===== src/rtl/split_carry_pkg.sv =====
package split_carry_pkg;

  // Extension bit placed above an upper part before it is added
  function automatic logic ext_bit(input logic msb, input logic is_signed);
    return is_signed & msb;
  endfunction

endpackage


===== src/rtl/split_carry_lo_stage.sv =====
module split_carry_lo_stage #(
  parameter int WIDTH    = 16,
  parameter int LO_WIDTH = 8,
  localparam int HI_WIDTH = WIDTH - LO_WIDTH
) (
  input  logic                clk,
  input  logic                rst,
  input  logic                v_i,
  input  logic                sgn_i,
  input  logic [WIDTH-1:0]    a_i,
  input  logic [WIDTH-1:0]    b_i,
  output logic                v_o,
  output logic                sgn_o,
  output logic                carry_o,
  output logic [LO_WIDTH-1:0] lo_o,
  output logic [HI_WIDTH-1:0] hi_a_o,
  output logic [HI_WIDTH-1:0] hi_b_o
);

  logic [LO_WIDTH:0] lo_full;

  always_comb begin
    lo_full = {1'b0, a_i[LO_WIDTH-1:0]} + {1'b0, b_i[LO_WIDTH-1:0]};
  end

  // valid pipe: the only state cleared by reset
  always_ff @(posedge clk) begin
    if (rst) v_o <= 1'b0;
    else     v_o <= v_i;
  end

  // data registers, no reset
  always_ff @(posedge clk) begin
    lo_o    <= lo_full[LO_WIDTH-1:0];
    carry_o <= lo_full[LO_WIDTH];
    hi_a_o  <= a_i[WIDTH-1:LO_WIDTH];
    hi_b_o  <= b_i[WIDTH-1:LO_WIDTH];
    sgn_o   <= sgn_i;
  end


  lo_valid_fwd_chk: assert property (@(posedge clk) disable iff (rst)
    v_i |=> v_o);


  lo_valid_drop_chk: assert property (@(posedge clk) disable iff (rst)
    !v_i |=> !v_o);

  // carry set exactly when a_lo exceeds the complement of b_lo
  lo_carry_chk: assert property (@(posedge clk) disable iff (rst)
    v_i |=> (carry_o == ($past(a_i[LO_WIDTH-1:0]) > (~$past(b_i[LO_WIDTH-1:0])))));

endmodule


===== src/rtl/split_carry_hi_stage.sv =====
module split_carry_hi_stage
  import split_carry_pkg::*;
#(
  parameter int HI_WIDTH = 8,
  parameter int LO_WIDTH = 8,
  localparam int OUT_W = HI_WIDTH + LO_WIDTH + 1
) (
  input  logic                clk,
  input  logic                rst,
  input  logic                v_i,
  input  logic                sgn_i,
  input  logic                carry_i,
  input  logic [LO_WIDTH-1:0] lo_i,
  input  logic [HI_WIDTH-1:0] hi_a_i,
  input  logic [HI_WIDTH-1:0] hi_b_i,
  output logic                v_o,
  output logic [OUT_W-1:0]    sum_o
);

  logic [HI_WIDTH:0] hi_full;

  always_comb begin
    hi_full = {ext_bit(hi_a_i[HI_WIDTH-1], sgn_i), hi_a_i}
            + {ext_bit(hi_b_i[HI_WIDTH-1], sgn_i), hi_b_i}
            + {{HI_WIDTH{1'b0}}, carry_i};
  end

  always_ff @(posedge clk) begin
    if (rst) v_o <= 1'b0;
    else     v_o <= v_i;
  end

  // lower sum delayed one register to line up with its upper part
  always_ff @(posedge clk) begin
    sum_o <= {hi_full, lo_i};
  end


  hi_valid_fwd_chk: assert property (@(posedge clk) disable iff (rst)
    v_i |=> v_o);


  hi_valid_drop_chk: assert property (@(posedge clk) disable iff (rst)
    !v_i |=> !v_o);

endmodule


===== src/rtl/split_carry_adder.sv =====
module split_carry_adder #(
  parameter int WIDTH    = 16,
  parameter int LO_WIDTH = 8,
  localparam int HI_WIDTH = WIDTH - LO_WIDTH,
  localparam int OUT_W    = WIDTH + 1
) (
  input  logic             clk,
  input  logic             rst,
  input  logic             in_valid,
  input  logic             in_signed,
  input  logic [WIDTH-1:0] in_a,
  input  logic [WIDTH-1:0] in_b,
  output logic             out_valid,
  output logic [OUT_W-1:0] out_sum
);

  logic                s1_v;
  logic                s1_sgn;
  logic                s1_carry;
  logic [LO_WIDTH-1:0] s1_lo;
  logic [HI_WIDTH-1:0] s1_hi_a;
  logic [HI_WIDTH-1:0] s1_hi_b;

  split_carry_lo_stage #(
    .WIDTH   (WIDTH),
    .LO_WIDTH(LO_WIDTH)
  ) lo_stage_i (
    .clk    (clk),
    .rst    (rst),
    .v_i    (in_valid),
    .sgn_i  (in_signed),
    .a_i    (in_a),
    .b_i    (in_b),
    .v_o    (s1_v),
    .sgn_o  (s1_sgn),
    .carry_o(s1_carry),
    .lo_o   (s1_lo),
    .hi_a_o (s1_hi_a),
    .hi_b_o (s1_hi_b)
  );

  split_carry_hi_stage #(
    .HI_WIDTH(HI_WIDTH),
    .LO_WIDTH(LO_WIDTH)
  ) hi_stage_i (
    .clk    (clk),
    .rst    (rst),
    .v_i    (s1_v),
    .sgn_i  (s1_sgn),
    .carry_i(s1_carry),
    .lo_i   (s1_lo),
    .hi_a_i (s1_hi_a),
    .hi_b_i (s1_hi_b),
    .v_o    (out_valid),
    .sum_o  (out_sum)
  );

  // full-width reference sums used only by the checks below
  logic [OUT_W-1:0]    chk_full;
  logic [LO_WIDTH-1:0] chk_lo;

  always_comb begin
    chk_full = {in_signed & in_a[WIDTH-1], in_a} + {in_signed & in_b[WIDTH-1], in_b};
    chk_lo   = in_a[LO_WIDTH-1:0] + in_b[LO_WIDTH-1:0];
  end


  full_sum_chk: assert property (@(posedge clk) disable iff (rst)
    out_valid |-> (out_sum == $past(chk_full, 2)));


  low_part_chk: assert property (@(posedge clk) disable iff (rst)
    out_valid |-> (out_sum[LO_WIDTH-1:0] == $past(chk_lo, 2)));


  end_to_end_valid_chk: assert property (@(posedge clk) disable iff (rst)
    s1_v |=> out_valid);

endmodule


===== config.mk =====
export PLATFORM = sky130hd
export DESIGN_NAME = split_carry_adder
export DESIGN_NICKNAME = d
export VERILOG_FILES = /design/src/rtl/split_carry_pkg.sv /design/src/rtl/split_carry_lo_stage.sv /design/src/rtl/split_carry_hi_stage.sv /design/src/rtl/split_carry_adder.sv
export SDC_FILE = /design/constraint.sdc
export NUM_CORES = 1
export LEC_CHECK = 0
export ABC_AREA = 0
export BUFFER_PORTS_ARGS = -buffer_cell sky130_fd_sc_hd__buf_2
export CAP_MARGIN = 10
export CELL_PAD_IN_SITES_DETAIL_PLACEMENT = 0
export CELL_PAD_IN_SITES_GLOBAL_PLACEMENT = 2
export CORE_UTILIZATION = 33
export DETAILED_ROUTE_END_ITERATION = 7
export GPL_ROUTABILITY_DRIVEN = 0
export MAX_ROUTING_LAYER = met4
export PLACE_DENSITY_LB_ADDON = 0.3
export SLEW_MARGIN = 40
export SYNTH_ARGS = -nofsm -noshare
export SYNTH_HDL_FRONTEND = slang
export SYNTH_SLANG_ARGS = --single-unit

===== constraint.sdc =====
create_clock -name clk -period 3.1 [get_ports clk]
set_input_delay 0.465 -clock clk [delete_from_list [all_inputs] [get_ports clk]]
set_output_delay 0.465 -clock clk [all_outputs]
set_load 0.1 [all_outputs]

==> impl_metrics.ini, run 1 <==
[synth]
yosysTopAreaCell = dfxtp_1
ys_async_sr_fraction_pct = 0
synthCells = 129
ys_types = 28
synth_edf_count = 0
ys.flop_type = dfxtp_1
syn_area_per_cell_um2 = 12.19
synthesis.nets = 183
yosysSeqAreaShare_pct = 57.28
ys_ff_latch = 45
yosys-top-cells-area = dfxtp_1 57%, ha_1 12%, xnor2_1 3.9%
synth_area_um2 = 1573
yosys_warnings = 0
synth_top_area_share_pct = 57.28

[worst_hold_path]
whs_path_depth = 1
hp-class = input port to flop

[placement]
place_ws_ns = 0.9572
dp_hpwl_mm = 2.112
port_buffers = 53

[clock_network]
clk_pin_slew_ns = 0.08
cts_max_path_buffers = 2
numCtsBuffers = 5
ctsRootBufferMaster = clkbuf_8
cts_tree = built
ctsResizeCount = 0
cts_max_level = 2
clock_sinks = 45
clock_latency_ns = 0.29
post-cts-setup-buffers = 0
postCtsHoldBufs = 0

[global_route]
grt_remaining_overflow = 0
grt_use_total_pct = 11.46
grt_max_degree = 14
grt_pass1_wl_mm = 4.326
grt_pass1_vias = 1044
antenna_found_initial = 0

[layout]
diodes = 0
area_growth_pct = 26.33
nets = 243
layout-drive-gt1-share_pct = 32.11

[routing]
vias_per_cell = 4.508
drc = 0
drtAntennaViolNets = 0
vias = 1091
wl_mm = 2.610
dr.first_iter.drc_count = 48
wire_per_inst_um = 10.79
drtPass1Iterations = 6

[sta]
slew_viol_final = 0
fin_skew_ns = 0.006109
hold_viol = 0
max_slew.worst_pin.slew_ns = 0.4936
layout_setup_ws_ns = 0.9268
fin_crit_ns = 2.173
slew_headroom_pct = 67.32
fin_crit_sh_pct = 70.10
tns_ns = 0
grt_setup_unrepaired = no
hold_slack_ns = 0.2716
setup_viol = 0
fmax_mhz = 460.2

[die]
start_util_pct = 35.15
die_area_um2 = 5046
die_w_um = 71.04
die_h_um = 71.04
fp.coreArea_um2 = 4474
ios = 54
fp-row-count = 24

[setup_path]
endpoint = hi_stage_i.sum_o[16]
r2r-start = lo_stage_i.hi_b_o[0]
ff2ff_setup_slack_ns = 0.93
worstPathCellList = fa_1 -> fa_1 -> a211oi_1 -> o31ai_1 -> o31ai_1 -> xor2_1
slowest_stage = fa_1
reg2reg_depth = 6
critPathMaxFanout = 3
cp_top_family = adder cells
cp.buffers_inverters = 0
arrival_ns = 2.39
critPathCaptureType = flop
cp-startpoint = lo_stage_i.hi_b_o[0]
cp.required_ns = 3.32
critical-path-max-stage-delay_ns = 0.48
start_kind = flop
worstSetupPathType = flop to flop
cp.depth = 6
r2r-end = hi_stage_i.sum_o[16]

[power]
seqPwrFrac_pct = 43.6
leakage_nw = 0.9291
pwr-share-comb_pct = 34.8
power_density_nw_per_um2 = 782.9
peakVddDrop_mv = 0.2418
p_int_w = 0.0009268
netSwitchingFraction_pct = 40.42
pwr-share-clk_pct = 21.6
power.switching_w = 0.0006287

[outcome]
status = finished clean

[run]
maxCapViolCount = 0
## worst min path at each step
stage / from / to / slack [ns]
2_1_floorplan: lo_stage_i.lo_o[0] / hi_stage_i.sum_o[0] / 0.31
3_3_place_gp: lo_stage_i.lo_o[0] / hi_stage_i.sum_o[0] / 0.31
3_5_place_dp: lo_stage_i.lo_o[3] / hi_stage_i.sum_o[3] / 0.32
4_1_cts: in_b[10] / lo_stage_i.hi_b_o[2] / 0.26
5_1_grt: in_a[14] / lo_stage_i.hi_a_o[6] / 0.25
6_report: in_b[11] / lo_stage_i.hi_b_o[3] / 0.27
## power by group through the flow
| stage | clock network [W] | registers [W] | logic (W) |
|---|---|---|---|
| 2_1_floorplan | 0 | 0.00103 | 0.000110 |
| 3_3_place_gp | 0 | 0.000692 | 0.000542 |
| 4_1_cts | 0.000347 | 0.000680 | 0.000544 |
| 6_report | 0.000336 | 0.000678 | 0.000542 |
| 5_1_grt | 0.000376 | 0.000685 | 0.000566 |
| 3_5_place_dp | 0 | 0.000693 | 0.000544 |
## through the flow
stage	power [W]	utilization [%]	cells	area, µm²
after global placement	0.001233	42.53	234	1903
after floorplan	0.001144	-	129	1573
after global routing	0.001628	44.41	242	1987
final	0.001555	44.41	242	1987
after detailed placement	0.001237	42.53	234	1903
after CTS	0.001571	44.41	242	1987
## registers in the layout (all words and copies together) (netlist names)
| name | flops |
|---|---|
| hi_stage_i.sum_o | 17 |
| lo_stage_i.hi_a_o | 8 |
| lo_stage_i.hi_b_o | 8 |
| lo_stage_i.lo_o | 8 |
| hi_stage_i.v_o | 1 |
| lo_stage_i.carry_o | 1 |
| lo_stage_i.sgn_o | 1 |
| lo_stage_i.v_o | 1 |
## routing by layer
metal	up-vias	global-route usage (%)	part of all wire (%)
met5	-	-	0
met4	0	6.000	1.0
met3	3	4.131	4.9
met2	27	19.87	54
met1	492	11.23	40
li1	569	-	-
## Yosys cell counts (all sizes together), types with 2 or more instances
master and number:
a211oi 2, xnor2 7, a21o 3, ha 15, nor2b 5, o31ai 2, fa 3, dfxtp 45
nand2 4, nand3 2, xor2 5, nor3 2, o21ai 5, nand2b 3, nor2 5, a21oi 11
inv 2
## cells by family after synthesis
family / share of synthesized area [%]
compound gates: 11.14
flops: 57.28
simple gates: 8.036
fa+ha+maj: 15.75
buf+inv: 0.4775
xor+xnor: 6.683
mux: 0.6365
## layout make-up
| class | count | area (µm²) |
|---|---|---|
| inverters | 2 | 7.507 |
| flip-flops and latches | 45 | 900.9 |
| fillers | 443 | 2487 |
| multi-input cells | 82 | 664.4 |
| well taps | 52 | 65.06 |
| clock buffers | 7 | 76.32 |
| clock inverters | 1 | 7.507 |
| repair buffers | 53 | 265.3 |
## placed cells by master (no fill, tap or decap), drive strengths merged, types with 3 or more instances in the layout
master / instances
buf: 53
dfxtp: 45
ha: 15
a21oi: 11
xnor2: 7
clkbuf: 7
nor2b: 5
nor2: 5
xor2: 5
o21ai: 5
nand2: 4
nand2b: 3
a21o: 3
fa: 3
No activity file was read; power rests on OpenSTA's default activity.
==> run 2, diff against run 1 <==
CORE_UTILIZATION = 30   (was 33)
clock period = 2.15 ns   (was 3.1 ns; I/O delays follow)
==> run 2 against run 1 <==
Combinational power is 45% higher. Die area is 9.7% higher. Global-route usage is 0.31 points lower. Maximum frequency is 9.8% higher. Critical endpoint unchanged. Largest cell class unchanged.
==> impl_metrics.ini, run 2 (synthesis results as in run 1) <==
[sta]
setup_viol = 0
fmax_mhz = 505.1
max_slew.worst_pin.slew_ns = 0.4923
grt_setup_unrepaired = no
slew_viol_final = 0
hold_slack_ns = 0.1328
fin_crit_sh_pct = 92.09
slew_headroom_pct = 67.41
hold_viol = 0
tns_ns = 0
fin_skew_ns = 0.004913
fin_crit_ns = 1.980

[power]
peakVddDrop_mv = 0.3226
seqPwrFrac_pct = 44.0
pwr-share-clk_pct = 20.6
leakage_nw = 0.9347
pwr-share-comb_pct = 35.4
p_total_w = 0.002224
p_int_w = 0.001325
power.switching_w = 0.0008984
power_density_nw_per_um2 = 1105
netSwitchingFraction_pct = 40.40

[die]
die_h_um = 74.41
die_w_um = 74.41
start_util_pct = 32.23
fp-row-count = 25
fp.coreArea_um2 = 4880
die_area_um2 = 5536
ios = 54

[routing]
drc = 0
drtPass1Iterations = 4
dr.first_iter.drc_count = 50
vias_per_cell = 4.320
wl_mm = 2.655
wire_per_inst_um = 10.37
drtAntennaViolNets = 0
vias = 1106

[layout]
postLayoutCellArea_um2 = 2013
fillCellCount = 494
fin_cells = 256
diodes = 0
largest_register_ffs = 17
mostFrequentLayoutCell = buf_2
layout_common_cells = 53 x buf_2, 45 x dfxtp_1, 15 x ha_1
largest-register = hi_stage_i.sum_o
layout-drive-gt1-share_pct = 34.39
nets = 244
area_growth_pct = 28.00

[placement]
dp_cells = 250
port_buffers = 53
dp_hpwl_mm = 2.121
place_area_um2 = 1929

[setup_path]
worstPathCellList = fa_2 -> fa_2 -> a211oi_2 -> o31ai_1 -> o31ai_1 -> xor2_1
arrival_ns = 2.20
cp.buffers_inverters = 0
reg2reg_depth = 6
r2r-start = lo_stage_i.hi_b_o[0]
worstSetupPathType = flop to flop
cp_top_family = adder cells
critPathMaxFanout = 3
r2r-end = hi_stage_i.sum_o[16]
cp.required_ns = 2.37
start_kind = flop
ff2ff_setup_slack_ns = 0.17
critPathCaptureType = flop
critical-path-max-stage-delay_ns = 0.42
slowest_stage = fa_2

[clock_network]
post-cts-setup-buffers = 0
cts_max_level = 2
ctsResizeCount = 0
postCtsHoldBufs = 0
numCtsBuffers = 5
clock_sinks = 45
cts_tree = built
clk_pin_slew_ns = 0.08
cts_max_path_buffers = 2
clock_latency_ns = 0.28
ctsRootBufferMaster = clkbuf_8

[global_route]
grt_max_degree = 13
grt_use_total_pct = 11.15
grt_pass1_vias = 1112
grt_remaining_overflow = 0
antenna_found_initial = 0
grt_pass1_wl_mm = 4.547

[worst_hold_path]
min-delay-start = in_signed
whs_path_depth = 1
hold_path_end = lo_stage_i.sgn_o
hp-class = input port to flop

[outcome]
status = finished clean

[run]
maxCapViolCount = 0
[run 2: cell types whose count changed in the layout (fill, tap and decap cells not counted), sizes merged]
| cell | before | now |
|---|---|---|
| clkinv | 0 | 1 |
| clkbuf | 7 | 5 |
| buf | 53 | 54 |
| clkinvlp | 1 | 0 |
[run 2: how the worst max path moves through the flow]
stage	start	endpoint	slack (ns)	cells past startpoint
4_1_cts	lo_stage_i.hi_b_o[0]	hi_stage_i.sum_o[16]	0.03	6
3_5_place_dp	lo_stage_i.hi_b_o[0]	hi_stage_i.sum_o[16]	0.05	6
2_1_floorplan	lo_stage_i.hi_b_o[0]	hi_stage_i.sum_o[16]	0.15	6
3_3_place_gp	lo_stage_i.hi_b_o[0]	hi_stage_i.sum_o[16]	0.09	6
6_report	lo_stage_i.hi_b_o[0]	hi_stage_i.sum_o[16]	0.17	6
5_1_grt	lo_stage_i.hi_b_o[0]	hi_stage_i.sum_o[16]	0.06	6
[run 2: routing by layer]
metal / track usage, % / vias to the layer above / wire [µm] / share of wire, %
li1: - / 570 / - / -
met1: 11.64 / 496 / 1082 / 41
met2: 19.02 / 34 / 1377 / 52
met3: 2.846 / 6 / 131 / 4.9
met4: 6.289 / 0 / 63 / 2.4
met5: - / - / 0 / 0
[run 2: final cells by class]
cell class              count  area (µm²)  share of cell area (%)
flip-flops and latches     45       900.9                   44.75
multi-input cells          82       674.4                   33.50
repair buffers             54       272.8                   13.55
well taps                  67       83.83                   4.164
clock buffers               5       68.82                   3.418
inverters                   2       7.507                  0.3729
clock inverters             1       5.005                  0.2486
[run 2: per-stage QoR]
step | setup slack, ns | util [%]
5_1_grt | 0.05946 | 41.26
3_3_place_gp | 0.09303 | 39.54
6_report | 0.1702 | 41.26
2_1_floorplan | 0.1522 | -
4_1_cts | 0.03355 | 41.05
3_5_place_dp | 0.05159 | 39.54
[run 2: worst reg2reg max path: cells and delay by family, from the launching register on]
kind,cells,cell delay [ns]
xor+xnor,1,0.16
compound gates,3,0.66
flops,1,0.32
fa+ha+maj,2,0.79
[run 2: power by group through the flow]
| stage | logic, W | registers, W | clock network [W] |
|---|---|---|---|
| final | 0.000788 | 0.000978 | 0.000458 |
| after floorplan | 0.000159 | 0.00149 | 0 |
| after detailed placement | 0.000786 | 0.000999 | 0 |
| after global placement | 0.000784 | 0.000997 | 0 |
| after global routing | 0.000832 | 0.000993 | 0.000510 |
| after CTS | 0.000788 | 0.000980 | 0.000478 |
==> run 3, diff against run 2 <==
SYNTH_HIERARCHICAL = 1   (was unset)
==> run 3 against run 2 <==
Final cell count is 3.9% higher. Register-to-register slack hardly changed. Synthesized cell count is 6.2% higher. Power is 1.4% higher. First-iteration DRC count is 2.0% lower. Maximum frequency is 0.54% lower. Setup slack worse by 0.011 ns. Via count is 3.0% higher. Critical path depth stayed put. Cell area is 2.1% higher. Combinational power is 1% lower. Clock power is 9.0% higher.
==> impl_metrics.ini, run 3 <==
[routing]
wl_mm = 2.690
vias = 1139
wire_per_inst_um = 10.11
dr.first_iter.drc_count = 49
drtPass1Iterations = 3
met1_length_mm = 1.070
drc = 0
route.met2.wl_mm = 1.393
vias_per_cell = 4.282
met3_length_um = 152
dr.max_layer_used = met4
drtAntennaViolNets = 0

[sta]
fmax_mhz = 502.4
grt_setup_unrepaired = no
max_slew.worst_pin.slew_ns = 0.4967
hold_viol = 0
slew_headroom_pct = 67.12
fin_skew_ns = 0.001779
slew_viol_final = 0
setup_viol = 0
tns_ns = 0
fin_crit_ns = 1.991
fin_crit_sh_pct = 92.58

[synth]
yosys.area_share.adder_pct = 15.24
yosys-top-cells-area = dfxtp_1 55%, ha_1 12%, fa_1 3.7%
ys.flop_type = dfxtp_1
synth_top_family_by_area = adder cells
synthesis.nets = 191
synth_area_um2 = 1625
synth_compound_area_share_pct = 12.70
ys_async_sr_fraction_pct = 0
synth_edf_count = 0
yosys_warnings = 6
synth_top_area_share_pct = 55.43
synth_simple_gate_area_share_pct = 9.238
yosysTopAreaCell = dfxtp_1
ys_types = 32
synthMuxAreaShare_pct = 0.6159
synthXorXnorAreaFrac_pct = 5.389
yosysSeqAreaShare_pct = 55.43
synth.most_common_cell = dfxtp_1
ys_top_cells_by_count = 45 x dfxtp_1, 15 x ha_1, 10 x a21oi_1, 10 x nand2_1
syn_area_per_cell_um2 = 11.86
ys_ff_latch = 45
synthCells = 137

[setup_path]
critPathMaxFanout = 4
cp.required_ns = 2.33
critPathCaptureType = flop
slowest_stage = fa_2
cp_top_family = adder cells
arrival_ns = 2.17
critical-path-max-stage-delay_ns = 0.44
worstPathCellList = fa_2 -> fa_1 -> nand3_1 -> nand2_2 -> and4b_1 -> a311o_1
start_kind = flop
worstSetupPathType = flop to flop
cp.buffers_inverters = 0

[global_route]
grt_pass1_vias = 1023
grt_pass1_wl_mm = 4.209
grt_remaining_overflow = 0
antenna_found_initial = 0
grt_use_total_pct = 10.59
grt_max_degree = 13

[layout]
regArea_um2 = 900.9
postLayoutCellArea_um2 = 2056
diodes = 0
multi_input_area_um2 = 704.4
nets = 250
mostFrequentLayoutCell = buf_2
fillCellCount = 528
area_growth_pct = 26.48
fin_cells = 266
largest_register_ffs = 17
layout_common_cells = 53 x buf_2, 45 x dfxtp_1, 15 x ha_1
largest-register = hi_stage_i/sum_o
layout-drive-gt1-share_pct = 33.67

[worst_hold_path]
hp-class = input port to flop

[clock_network]
numCtsBuffers = 5
clock_sinks = 45
cts_max_path_buffers = 2
cts_tree = built
clock_latency_ns = 0.29
ctsRootBufferMaster = clkbuf_8
cts_max_level = 2
clk_pin_slew_ns = 0.07

[power]
power_density_nw_per_um2 = 1097
leakage_nw = 0.9525
peakVddDrop_mv = 0.3406
p_total_w = 0.002254

[die]
start_util_pct = 31.42
ios = 54
die_w_um = 75.61
die_area_um2 = 5716
fp.coreArea_um2 = 5172
die_h_um = 75.61
fp-row-count = 26

[outcome]
status = finished clean

[placement]
dp_cells = 259
port_buffers = 53
dp_hpwl_mm = 2.150
place_area_um2 = 1967

[run]
maxCapViolCount = 0
[run 3: cell types whose count changed after synthesis, sizes merged, moves of 2 or more]
cell	change
nand2	+7
a311o	+3
o31ai	-2
xnor2	-3
nand2b	-2
[run 3: cell families (layout without fill, tap and decap cells)]
kind of cell | Yosys count | in the layout
and+or+nand+nor | 30 | 30
xor gates and xnor gates | 10 | 10
AOI/OAI and AO/OA | 29 | 29
buffers and inverters | 4 | 63
adders and majority gates | 18 | 18
DFF | 45 | 45
muxes | 1 | 1
[run 3: worst reg2reg max path: stages (launching register included)]
cell     delay [ns]
dfxtp_1        0.32
fa_2           0.44
fa_1           0.42
nand3_1        0.11
nand2_2        0.08
and4b_1        0.18
a311o_1        0.32
[run 3: repair_timing]
item | in CTS | in global routing
gates resized for setup | 0 | 1
endpoints found under the hold margin | 0 | 0
setup endpoints to repair | 0 | 1
hold buffers | 0 | 0
buffers inserted | 0 | 0
[run 3: power breakdown]
part / switching, W / internal, W
Sequential: 0.0000270 / 0.000948
Clock: 0.000245 / 0.000255
Combinational: 0.000621 / 0.000159
Total: 0.000893 / 0.00136
[run 3: worst paths after layout]
| check | from | to | slack, ns | cells past startpoint |
|---|---|---|---|---|
| max | lo_stage_i/carry_o | hi_stage_i/sum_o[14] | 0.16 | 6 |
| min | in_a[11] | lo_stage_i/hi_a_o[3] | 0.13 | 1 |
| max reg2reg | lo_stage_i/carry_o | hi_stage_i/sum_o[14] | 0.16 | 6 |
| min reg2reg | lo_stage_i/lo_o[7] | hi_stage_i/sum_o[7] | 0.33 | 0 |
[run 3: routing by layer]
layer / global-route usage (%) / vias up
li1: - / 601
met1: 10.03 / 504
met2: 18.35 / 27
met3: 3.571 / 7
met4: 6.790 / 0
met5: - / -
[run 3: cell type report]
| type | instances | share of cell area (%) |
|---|---|---|
| sequential | 45 | 43.82 |
| inverter | 3 | 0.5478 |
| tap | 70 | 4.261 |
| multi-input combinational | 88 | 34.27 |
| timing repair buffer | 53 | 12.90 |
| clock buffer | 7 | 4.200 |
[run 3: through the flow]
| stage | setup slack [ns] | util, % | hold WS (ns) |
|---|---|---|---|
| final | 0.1595 | 39.74 | 0.1307 |
| after global routing | 0.05328 | 39.74 | 0.1121 |
| after CTS | 0.05008 | 39.70 | 0.1190 |
| after detailed placement | 0.07999 | 38.03 | 0.3121 |
| after global placement | 0.1400 | 38.03 | 0.3098 |
| after floorplan | 0.2114 | - | 0.3096 |
